$ cat src/rtl/nand_strobe_pkg.sv
package nand_strobe_pkg;

  localparam int TIMING_W = 26;
  localparam int CNT_W    = 5;

  localparam logic [1:0] SEL_LOCK   = 2'd0;
  localparam logic [1:0] SEL_TIMING = 2'd1;
  localparam logic [1:0] SEL_IFACE  = 2'd2;
  localparam logic [1:0] SEL_CECTL  = 2'd3;

  typedef enum logic [1:0] {
    KIND_CMD   = 2'd0,
    KIND_ADDR  = 2'd1,
    KIND_WDATA = 2'd2,
    KIND_RDATA = 2'd3
  } xfer_kind_e;

  typedef enum logic [2:0] {
    ST_IDLE,
    ST_TURN,
    ST_CEA,
    ST_LOW,
    ST_HIGH,
    ST_BUSY,
    ST_WAITRB
  } seq_state_e;

  typedef struct packed {
    logic [1:0] cea;
    logic [4:0] busy;
    logic [2:0] turn;
    logic [3:0] rd_hi;
    logic [3:0] rd_lo;
    logic [3:0] wr_hi;
    logic [3:0] wr_lo;
  } timing_t;

  function automatic timing_t unpack_timing(input logic [TIMING_W-1:0] w);
    timing_t t;
    t.wr_lo = w[3:0];
    t.wr_hi = w[7:4];
    t.rd_lo = w[11:8];
    t.rd_hi = w[15:12];
    t.turn  = w[18:16];
    t.busy  = w[23:19];
    t.cea   = w[25:24];
    return t;
  endfunction

  // phase of length max(f,1) clocks: counter starts at length-1
  function automatic logic [CNT_W-1:0] reload_of(input logic [CNT_W-1:0] f);
    return (f == '0) ? '0 : f - 1'b1;
  endfunction

endpackage

$ cat src/rtl/nand_cfg_regs.sv
module nand_cfg_regs
  import nand_strobe_pkg::*;
#(
  parameter int              CFG_W = 32,
  parameter logic [CFG_W-1:0] KEY  = 32'h0000A25E
) (
  input  logic                clk,
  input  logic                rst,
  input  logic                we,
  input  logic [1:0]          sel,
  input  logic [CFG_W-1:0]    wdata,
  output logic [TIMING_W-1:0] timing_q,
  output logic                large_page,
  output logic                addr4,
  output logic                ce_normal,
  output logic                unlocked
);

  logic unused_hi_bits;
  assign unused_hi_bits = ^wdata[CFG_W-1:TIMING_W];

  always_ff @(posedge clk) begin
    if (rst) begin
      unlocked   <= 1'b0;
      timing_q   <= '0;
      large_page <= 1'b0;
      addr4      <= 1'b0;
      ce_normal  <= 1'b1;
    end else if (we) begin
      if (sel == SEL_LOCK) begin
        unlocked <= (wdata == KEY);
      end else begin
        unlocked <= 1'b0;
        if (unlocked) begin
          unique case (sel)
            SEL_TIMING: timing_q <= wdata[TIMING_W-1:0];
            SEL_IFACE: begin
              large_page <= wdata[2];
              addr4      <= wdata[1];
            end
            default:    ce_normal <= wdata[0];
          endcase
        end
      end
    end
  end

endmodule

$ cat src/rtl/nand_phase_timer.sv
module nand_phase_timer #(
  parameter int W = 5
) (
  input  logic         clk,
  input  logic         rst,
  input  logic         load,
  input  logic [W-1:0] load_val,
  output logic         done
);

  logic [W-1:0] count;

  always_ff @(posedge clk) begin
    if (rst)                count <= '0;
    else if (load)          count <= load_val;
    else if (count != '0)   count <= count - 1'b1;
  end

  assign done = (count == '0);

endmodule

$ cat src/rtl/nand_bus_seq.sv
module nand_bus_seq
  import nand_strobe_pkg::*;
#(
  parameter int DATA_W = 8
) (
  input  logic              clk,
  input  logic              rst,
  input  timing_t           tm,
  input  logic              ce_normal,
  input  logic              req_valid,
  input  xfer_kind_e        req_kind,
  input  logic [DATA_W-1:0] req_byte,
  input  logic              req_busy,
  input  logic [DATA_W-1:0] dq_in,
  input  logic              rb_ready,
  input  logic              t_done,
  output logic              t_load,
  output logic [CNT_W-1:0]  t_val,
  output logic              cle,
  output logic              ale,
  output logic              ce_n,
  output logic              we_n,
  output logic              re_n,
  output logic [DATA_W-1:0] dq_out,
  output logic              dq_oe,
  output logic              ctrl_ready,
  output logic [DATA_W-1:0] rd_data,
  output logic              rd_valid
);

  seq_state_e        state, state_n;
  xfer_kind_e        op_kind, op_kind_n;
  logic [DATA_W-1:0] op_byte, op_byte_n;
  logic              op_busy, op_busy_n;
  logic              last_wr;
  logic              accept, is_rd_n, capture;
  logic              active_d, wdir_d;

  assign accept = (state == ST_IDLE) && req_valid;

  always_comb begin
    state_n   = state;
    op_kind_n = op_kind;
    op_byte_n = op_byte;
    op_busy_n = op_busy;
    unique case (state)
      ST_IDLE: if (req_valid) begin
        op_kind_n = req_kind;
        op_byte_n = req_byte;
        op_busy_n = req_busy;
        if (req_kind == KIND_RDATA && last_wr) state_n = ST_TURN;
        else if (ce_normal)                    state_n = ST_CEA;
        else                                   state_n = ST_LOW;
      end
      ST_TURN:   if (t_done) state_n = ce_normal ? ST_CEA : ST_LOW;
      ST_CEA:    if (t_done) state_n = ST_LOW;
      ST_LOW:    if (t_done) state_n = ST_HIGH;
      ST_HIGH:   if (t_done) state_n = op_busy ? ST_BUSY : ST_IDLE;
      ST_BUSY:   if (t_done) state_n = ST_WAITRB;
      ST_WAITRB: if (rb_ready) state_n = ST_IDLE;
      default:   state_n = ST_IDLE;
    endcase
  end

  assign is_rd_n = (op_kind_n == KIND_RDATA);

  // phase length loaded whenever a new state is entered
  always_comb begin
    t_load = (state_n != state);
    unique case (state_n)
      ST_TURN: t_val = reload_of(CNT_W'(tm.turn));
      ST_CEA:  t_val = reload_of(CNT_W'(tm.cea));
      ST_LOW:  t_val = reload_of(is_rd_n ? CNT_W'(tm.rd_lo) : CNT_W'(tm.wr_lo));
      ST_HIGH: t_val = reload_of(is_rd_n ? CNT_W'(tm.rd_hi) : CNT_W'(tm.wr_hi));
      ST_BUSY: t_val = reload_of(tm.busy);
      default: t_val = '0;
    endcase
  end

  assign active_d = (state_n == ST_CEA) || (state_n == ST_LOW) || (state_n == ST_HIGH);
  assign wdir_d   = !is_rd_n && ((state_n == ST_LOW) || (state_n == ST_HIGH));
  assign capture  = (state == ST_LOW) && (state_n == ST_HIGH) && (op_kind == KIND_RDATA);

  always_ff @(posedge clk) begin
    if (rst) begin
      state      <= ST_IDLE;
      op_kind    <= KIND_CMD;
      op_byte    <= '0;
      op_busy    <= 1'b0;
      last_wr    <= 1'b0;
      cle        <= 1'b0;
      ale        <= 1'b0;
      ce_n       <= 1'b1;
      we_n       <= 1'b1;
      re_n       <= 1'b1;
      dq_out     <= '0;
      dq_oe      <= 1'b0;
      ctrl_ready <= 1'b1;
      rd_data    <= '0;
      rd_valid   <= 1'b0;
    end else begin
      state      <= state_n;
      op_kind    <= op_kind_n;
      op_byte    <= op_byte_n;
      op_busy    <= op_busy_n;
      if (accept) last_wr <= (req_kind != KIND_RDATA);
      cle        <= active_d && (op_kind_n == KIND_CMD);
      ale        <= active_d && (op_kind_n == KIND_ADDR);
      ce_n       <= ce_normal ? !active_d : 1'b0;
      we_n       <= !((state_n == ST_LOW) && !is_rd_n);
      re_n       <= !((state_n == ST_LOW) && is_rd_n);
      dq_out     <= op_byte_n;
      dq_oe      <= wdir_d;
      ctrl_ready <= (state_n == ST_IDLE);
      rd_valid   <= capture;
      if (capture) rd_data <= dq_in;
    end
  end

endmodule

$ cat src/rtl/nand_strobe_gen.sv
module nand_strobe_gen
  import nand_strobe_pkg::*;
#(
  parameter int               DATA_W = 8,
  parameter int               CFG_W  = 32,
  parameter logic [CFG_W-1:0] KEY    = 32'h0000A25E
) (
  input  logic              clk,
  input  logic              rst,
  input  logic              cfg_we,
  input  logic [1:0]        cfg_sel,
  input  logic [CFG_W-1:0]  cfg_wdata,
  input  logic              req_valid,
  input  logic [1:0]        req_kind,
  input  logic [DATA_W-1:0] req_byte,
  input  logic              req_busy,
  output logic              nand_cle,
  output logic              nand_ale,
  output logic              nand_ce_n,
  output logic              nand_we_n,
  output logic              nand_re_n,
  output logic [DATA_W-1:0] nand_dq_out,
  output logic              nand_dq_oe,
  input  logic [DATA_W-1:0] nand_dq_in,
  input  logic              nand_rb_n,
  output logic [DATA_W-1:0] rd_data,
  output logic              rd_valid,
  output logic              nand_ready,
  output logic              ctrl_ready,
  output logic              cfg_large_page,
  output logic              cfg_addr4
);

  logic [TIMING_W-1:0] timing_q;
  timing_t             tm;
  logic                ce_normal, cfg_unlocked;
  logic                t_load, t_done;
  logic [CNT_W-1:0]    t_val;

  // ready/busy line registered once before any use
  always_ff @(posedge clk) nand_ready <= nand_rb_n;

  nand_cfg_regs #(.CFG_W(CFG_W), .KEY(KEY)) u_cfg (
    .clk(clk), .rst(rst), .we(cfg_we), .sel(cfg_sel), .wdata(cfg_wdata),
    .timing_q(timing_q), .large_page(cfg_large_page), .addr4(cfg_addr4),
    .ce_normal(ce_normal), .unlocked(cfg_unlocked)
  );

  assign tm = unpack_timing(timing_q);

  nand_phase_timer #(.W(CNT_W)) u_timer (
    .clk(clk), .rst(rst), .load(t_load), .load_val(t_val), .done(t_done)
  );

  nand_bus_seq #(.DATA_W(DATA_W)) u_seq (
    .clk(clk), .rst(rst), .tm(tm), .ce_normal(ce_normal),
    .req_valid(req_valid), .req_kind(xfer_kind_e'(req_kind)),
    .req_byte(req_byte), .req_busy(req_busy), .dq_in(nand_dq_in),
    .rb_ready(nand_ready), .t_done(t_done), .t_load(t_load), .t_val(t_val),
    .cle(nand_cle), .ale(nand_ale), .ce_n(nand_ce_n), .we_n(nand_we_n),
    .re_n(nand_re_n), .dq_out(nand_dq_out), .dq_oe(nand_dq_oe),
    .ctrl_ready(ctrl_ready), .rd_data(rd_data), .rd_valid(rd_valid)
  );

endmodule

$ cat config.mk
export PLATFORM = sky130hd
export DESIGN_NAME = nand_strobe_gen
export DESIGN_NICKNAME = d
export VERILOG_FILES = /design/src/rtl/nand_strobe_pkg.sv /design/src/rtl/nand_cfg_regs.sv /design/src/rtl/nand_phase_timer.sv /design/src/rtl/nand_bus_seq.sv /design/src/rtl/nand_strobe_gen.sv
export SDC_FILE = /design/constraint.sdc
export NUM_CORES = 1
export LEC_CHECK = 0
export BUFFER_PORTS_ARGS = -buffer_cell sky130_fd_sc_hd__buf_4
export CAP_MARGIN = 20
export CORE_ASPECT_RATIO = 0.75
export CORE_MARGIN = 2
export CORE_UTILIZATION = 45
export DETAILED_ROUTE_END_ITERATION = 8
export PLACE_DENSITY = 0.72
export REMOVE_ABC_BUFFERS = 1
export SETUP_SLACK_MARGIN = 0.15
export SLEW_MARGIN = 10
export SYNTH_ARGS = -nofsm -noshare
export SYNTH_HDL_FRONTEND = slang
export SYNTH_SLANG_ARGS = --single-unit
$ cat constraint.sdc
create_clock -name clk -period 2.6 [get_ports clk]
set_clock_uncertainty 0.2 [all_clocks]
set_input_delay 0 -clock clk [delete_from_list [all_inputs] [get_ports clk]]
set_output_delay 0 -clock clk [all_outputs]
set_load 0.03 [all_outputs]
### Word level (Yosys, flattened, before mapping)

Cells that the tools add are included.

| operators by class | value |
|---|---|
| muxes and demuxes | 25 |
| reduce and logical (&&, ||, !) cells | 33 |
| add/subtract/negate cells | 6 |
| equality and inequality tests | 20 |
| bitwise operators | 2 |

Operators with widths:

| kind | number |
|---|---|
| two-way mux 5 bit | 7 |
| == test 32 x 16 -> 1 bit, second input constant | 1 |
| two-way mux 3 bit | 9 |
| case mux 5 bit (5 select lines) | 1 |
| case mux 3 bit (7 select lines) | 1 |
| zero test 5 bit | 4 |
| subtractor 5 x 1 -> 5 bit, second input constant | 4 |
| == test 3 bit, second input constant | 5 |
| == test 3 x 2 -> 1 bit, second input constant | 4 |
| AND reduction 4 bit | 3 |
| logical AND 1 bit | 9 |
| zero test 3 bit | 3 |
| == test 2 bit, second input constant | 4 |
| two-way mux 4 bit | 2 |
| == test 3 x 1 -> 1 bit, second input constant | 2 |
| zero test 2 bit | 3 |
| nonzero test 5 bit | 1 |
| == test 2 x 1 -> 1 bit, second input constant | 2 |
| zero test 1 bit | 4 |
| two-way mux 2 bit | 2 |
| subtractor 3 x 1 -> 4 bit, second input constant | 1 |
| logical OR 1 bit | 3 |
| two-way mux 1 bit | 3 |
| != test 3 bit | 1 |
| 6 further kinds | 7 |

| storage, ports and cells | value |
|---|---|
| output and inout bits | 27 |
| bits of input ports | 58 |
| word-level logic and storage cells | 107 |
| bits in registers | 67 |

### Longest topological paths before layout

| depth | value |
|---|---|
| depth after elaboration | 10 |
| depth in mapped cells | 13 |

### Hierarchy

A second synthesis with hierarchy kept.

| unflattened totals | value |
|---|---|
| cells, all modules | 414 |
| area total of the unflattened synthesis | 3,363.2 um^2 |

By module, submodules not included:

| module | area an instance (um^2) | instances | seq. area each (um^2) | cells each |
|---|---|---|---|---|
| nand_bus_seq | 1,831.8 | 1 | 620.6 | 240 |
| nand_cfg_regs | 1,223.7 | 1 | 600.6 | 141 |
| nand_phase_timer | 287.8 | 1 | 100.1 | 32 |
| nand_strobe_gen | 20.0 | 1 | 20.0 | 1 |

### Worst setup path before layout

OpenSTA, ideal clock, no wires.

| timing | value |
|---|---|
| path type | reg-to-reg |
| start | reg u_timer.count[0] |
| end | reg u_seq.rd_data[0] |
| arrival | 2.598 ns |
| path buffers | 3 |
| library setup time | 0.128 ns |
| data required time | 2.272 ns |
| stages on the path, launching flop included | 13 |
| slack | -0.326 ns |
| clock period less this slack | 2.926 ns |
| cell sequence | dfxtp_1 inv_1 ha_1 nor4b_2 buf_4 mux2i_1 nand2_2 or4_4 buf_6 or2_1 buf_6 mux2i_1 nor2_1 |

| on the way | value |
|---|---|
| word-level cells in the longest chain between the ends | 6 |

RTL lines:

| item | line | source |
|---|---|---|
| start: declaration | nand_phase_timer.sv:11 | `logic [W-1:0] count;` |
| start signal: assignment | nand_phase_timer.sv:15 | `else if (load) count <= load_val;` |
| start signal: assignment | nand_phase_timer.sv:16 | `else if (count != '0) count <= count - 1'b1;` |
| zero test 5 bit * | nand_phase_timer.sv:19 | `assign done = (count == '0);` |
| two-way mux 3 bit (on tied branches) | -- |  |
| case mux 3 bit (7 select lines) * | nand_bus_seq.sv:46 | `unique case (state)` |
| == test 3 bit * | nand_bus_seq.sv:82 | `assign capture = (state == ST_LOW) && (state_n == ST_HIGH) && (op_kind == KIND_RDATA);` |
| logical AND 1 bit * (2 in series) | nand_bus_seq.sv:82 |  |
| end signal: assignment | nand_bus_seq.sv:116 | `if (capture) rd_data <= dq_in;` |
| end: declaration | nand_bus_seq.sv:27 | `output logic [DATA_W-1:0] rd_data,` |

Mark *: on every way between the ends. The rest lies on a longest branch, timed or not.
A chain may end at the register's enable or synchronous reset.

### Worst setup path in the final report

Same ends and word-level chain as after synthesis.

==> out/metrics.cfg <==
[synthesis]
synthAdderAreaFrac = 0.01903
muxShareOfSynthArea = 0.05594
postSynth.asyncResetShare = 0
yosysWarnings = 0
synth_top_family_by_area = simple AND/OR/NAND/NOR gates
syn_inst = 411
synth_edf_count = 0
ys.flop_type = dfxtp_1
synth_cell_types = 61
synth-xor-area-share = 0.01865
synthesis.area_sq_mm = 0.003288
avgSynthCellArea_sq_um = 8.000
seq_area_frac_synth = 0.4079
synth-seq-cells = 67
synthSimpleGateAreaFrac = 0.2656
synth_compound_area_frac = 0.1838

[place]
post-place-ws_ns = -0.3060
routabilityCongestion = 0.8838
port_buffers = 84
hpwl_mm = 6.245

[sta]
setup_viol = 12
max_slew_margin = 0.4610
worst_slew_pin_slew_ns = 0.7984
rsz0062_at_grt = yes
hold_viol = 0
period_minus_slack_ns = 2.782
holdWs_ns = 0.08956
final.setup.worst_slack_ns = -0.1822
fmax_mhz = 359.4
drv_slew = 0
post-route-period-util = 1.070

[die]
pin_count = 85
start_util = 0.4745
die-area_sq_mm = 0.008014
rows = 26
die_h_um = 78.03
core-area_sq_mm = 0.006929
die_w_um = 102.7

[finish]
finalNetCount = 704
mostFrequentLayoutCells = buf_4, dlygate4sd3_1, nand2_1
area_growth_pct = 76.03
drive_above_1_share = 0.2972
mostFrequentLayoutCell = buf_4
antennaDiodeCount = 0

[clock_tree]
cts_buffer_depth = 2
cts.sinks = 67
cts_max_level = 3
clk_pin_slew_ns = 0.08
cts_tree = built
cts_inserted_buffers = 9
clockRootBuffer = clkbuf_8
clkLatencyLatePin_ns = 0.35

[setup_path]
path_class = flop to flop
start_kind = flop
worstPathArrival_ns = 2.79
cp_max_fo = 9
worstSetupEndpointType = flop
reg2regPathDepth = 10
crit_required_ns = 2.61

[routing]
route.detailed.drc = 0
wl_mm = 11.57
wire_per_inst_um = 15.55
drtIter0Drc = 223
drt.antenna.violating_nets = 0
vias_per_cell = 5.315
drt_pass1_iterations = 5
vias = 3954

[global_route]
first_global_vias = 3982
grt_max_degree = 65
antenna_found_initial = 0
grt_usage = 0.2898
grt_pass1_wl_mm = 18.29
grt_overflow_total = 0

[job]
maxCapViolations = 0

[status]
violations = negative setup slack
status = complete, but fails checks

[pwr]
p_leak_nw = 2.452
irDropWorstVdd_uv = 383.0
powerDensity_mw_per_mm2 = 686.2

[hold_path]
holdPathStages = 5
hold_path_class = primary input to flop

critical path, stage by stage (launching register included):
cell,delay (ns)
dfxtp_2,0.36
inv_2,0.06
ha_4,0.15
nor4b_4,0.12
buf_4,0.17
a21o_4,0.20
and2_4,0.15
or4_4,0.57
or2_4,0.32
mux2i_1,0.24
nor2_1,0.08
timing repair:
action	in CTS	in global routing
hold endpoints to repair	55	0
gates cloned	0	2
hold buffers	110	0
gates resized for setup	24	15
pin swaps	12	7
endpoints found under the setup margin	20	43
buffers inserted	5	3
cell type report:
class | instances | area, sq um
repair buffers | 243 | 2123
multi-input cells | 309 | 1927
flip-flops and latches | 67 | 1348
fillers | 409 | 1141
clock buffers | 10 | 137.6
well taps | 98 | 122.6
clock inverters | 6 | 88.84
inverters | 11 | 41.29
registers in the layout, indices dropped and copies added (netlist names), 2 cells and up:
signal          count
u_seq.state         3
u_seq.op_kind       2
u_seq.rd_data       8
u_cfg.timing_q     26
u_timer.count       5
u_seq.dq_out        8
final timing paths:
kind                     from                to  slack (ns)
max          u_timer.count[0]  u_seq.rd_data[0]       -0.18
min                 req_valid     u_seq.last_wr        0.09
max reg2reg  u_timer.count[0]  u_seq.rd_data[0]       -0.18
min reg2reg     u_seq.last_wr     u_seq.last_wr        0.30
layer usage:
metal | global-route usage | vias to the layer above | share of wire | wire (um)
li1 | - | 1906 | - | -
met1 | 0.3516 | 1866 | 0.42 | 4843
met2 | 0.5072 | 156 | 0.49 | 5709
met3 | 0.06322 | 26 | 0.069 | 800
met4 | 0.09333 | 0 | 0.019 | 219
met5 | 0 | - | 0 | 0
Yosys cell counts (2+ instances only):
cell type	number	area [sq um]
a211oi_1	5	37.54
a21oi_1	47	235.2
a31o_2	4	35.03
a32oi_1	3	26.28
and2_1	2	12.51
buf_1	4	15.01
buf_2	6	30.03
buf_4	2	15.01
buf_6	2	22.52
clkbuf_1	10	37.54
dfxtp_1	67	1341
ha_1	5	62.56
inv_1	11	41.29
mux2i_1	15	150.1
nand2_1	91	341.6
nand2b_1	3	18.77
nand3_1	10	50.05
nand3b_1	2	15.01
nand4_1	4	25.02
nor2_1	32	120.1
nor2b_1	2	12.51
nor3_1	12	60.06
nor3b_1	2	15.01
nor4_1	6	37.54
nor4b_1	3	26.28
o211ai_1	4	30.03
o21ai_0	10	50.05
o22ai_1	3	18.77
o32ai_1	2	17.52
or2_2	3	18.77
or3_1	4	25.02
xnor2_1	3	26.28
xor2_1	4	35.03
stage by stage:
step | utilization | instances | instance area (sq um) | power, W | setup TNS (ns)
final | 0.8353 | 744 | 5788 | 0.003972 | -1.193
after floorplan | - | 387 | 3168 | 0.001958 | -6.875
after global placement | 0.6109 | 608 | 4233 | 0.002597 | -2.295
after CTS | 0.8241 | 739 | 5710 | 0.003865 | -0.6554
after detailed placement | 0.6109 | 608 | 4233 | 0.002610 | -3.194
after global routing | 0.8353 | 744 | 5788 | 0.004162 | -2.124
power breakdown:
part / internal, W / switching [W]
clock: 0.000566 / 0.000423
sequential: 0.00113 / 0.0000867
combinational: 0.000868 / 0.000899
cells by family (layout without fill, tap and decap cells):
| family | count (synthesis) | in the layout |
|---|---|---|
| DFF | 67 | 67 |
| AOI/OAI and AO/OA | 94 | 94 |
| adders and majority gates | 5 | 5 |
| muxes | 17 | 17 |
| buffers and inverters | 35 | 270 |
| xor gates and xnor gates | 7 | 7 |
| and+or+nand+nor | 186 | 186 |
Note: power is estimated with default switching activity, not from simulation.
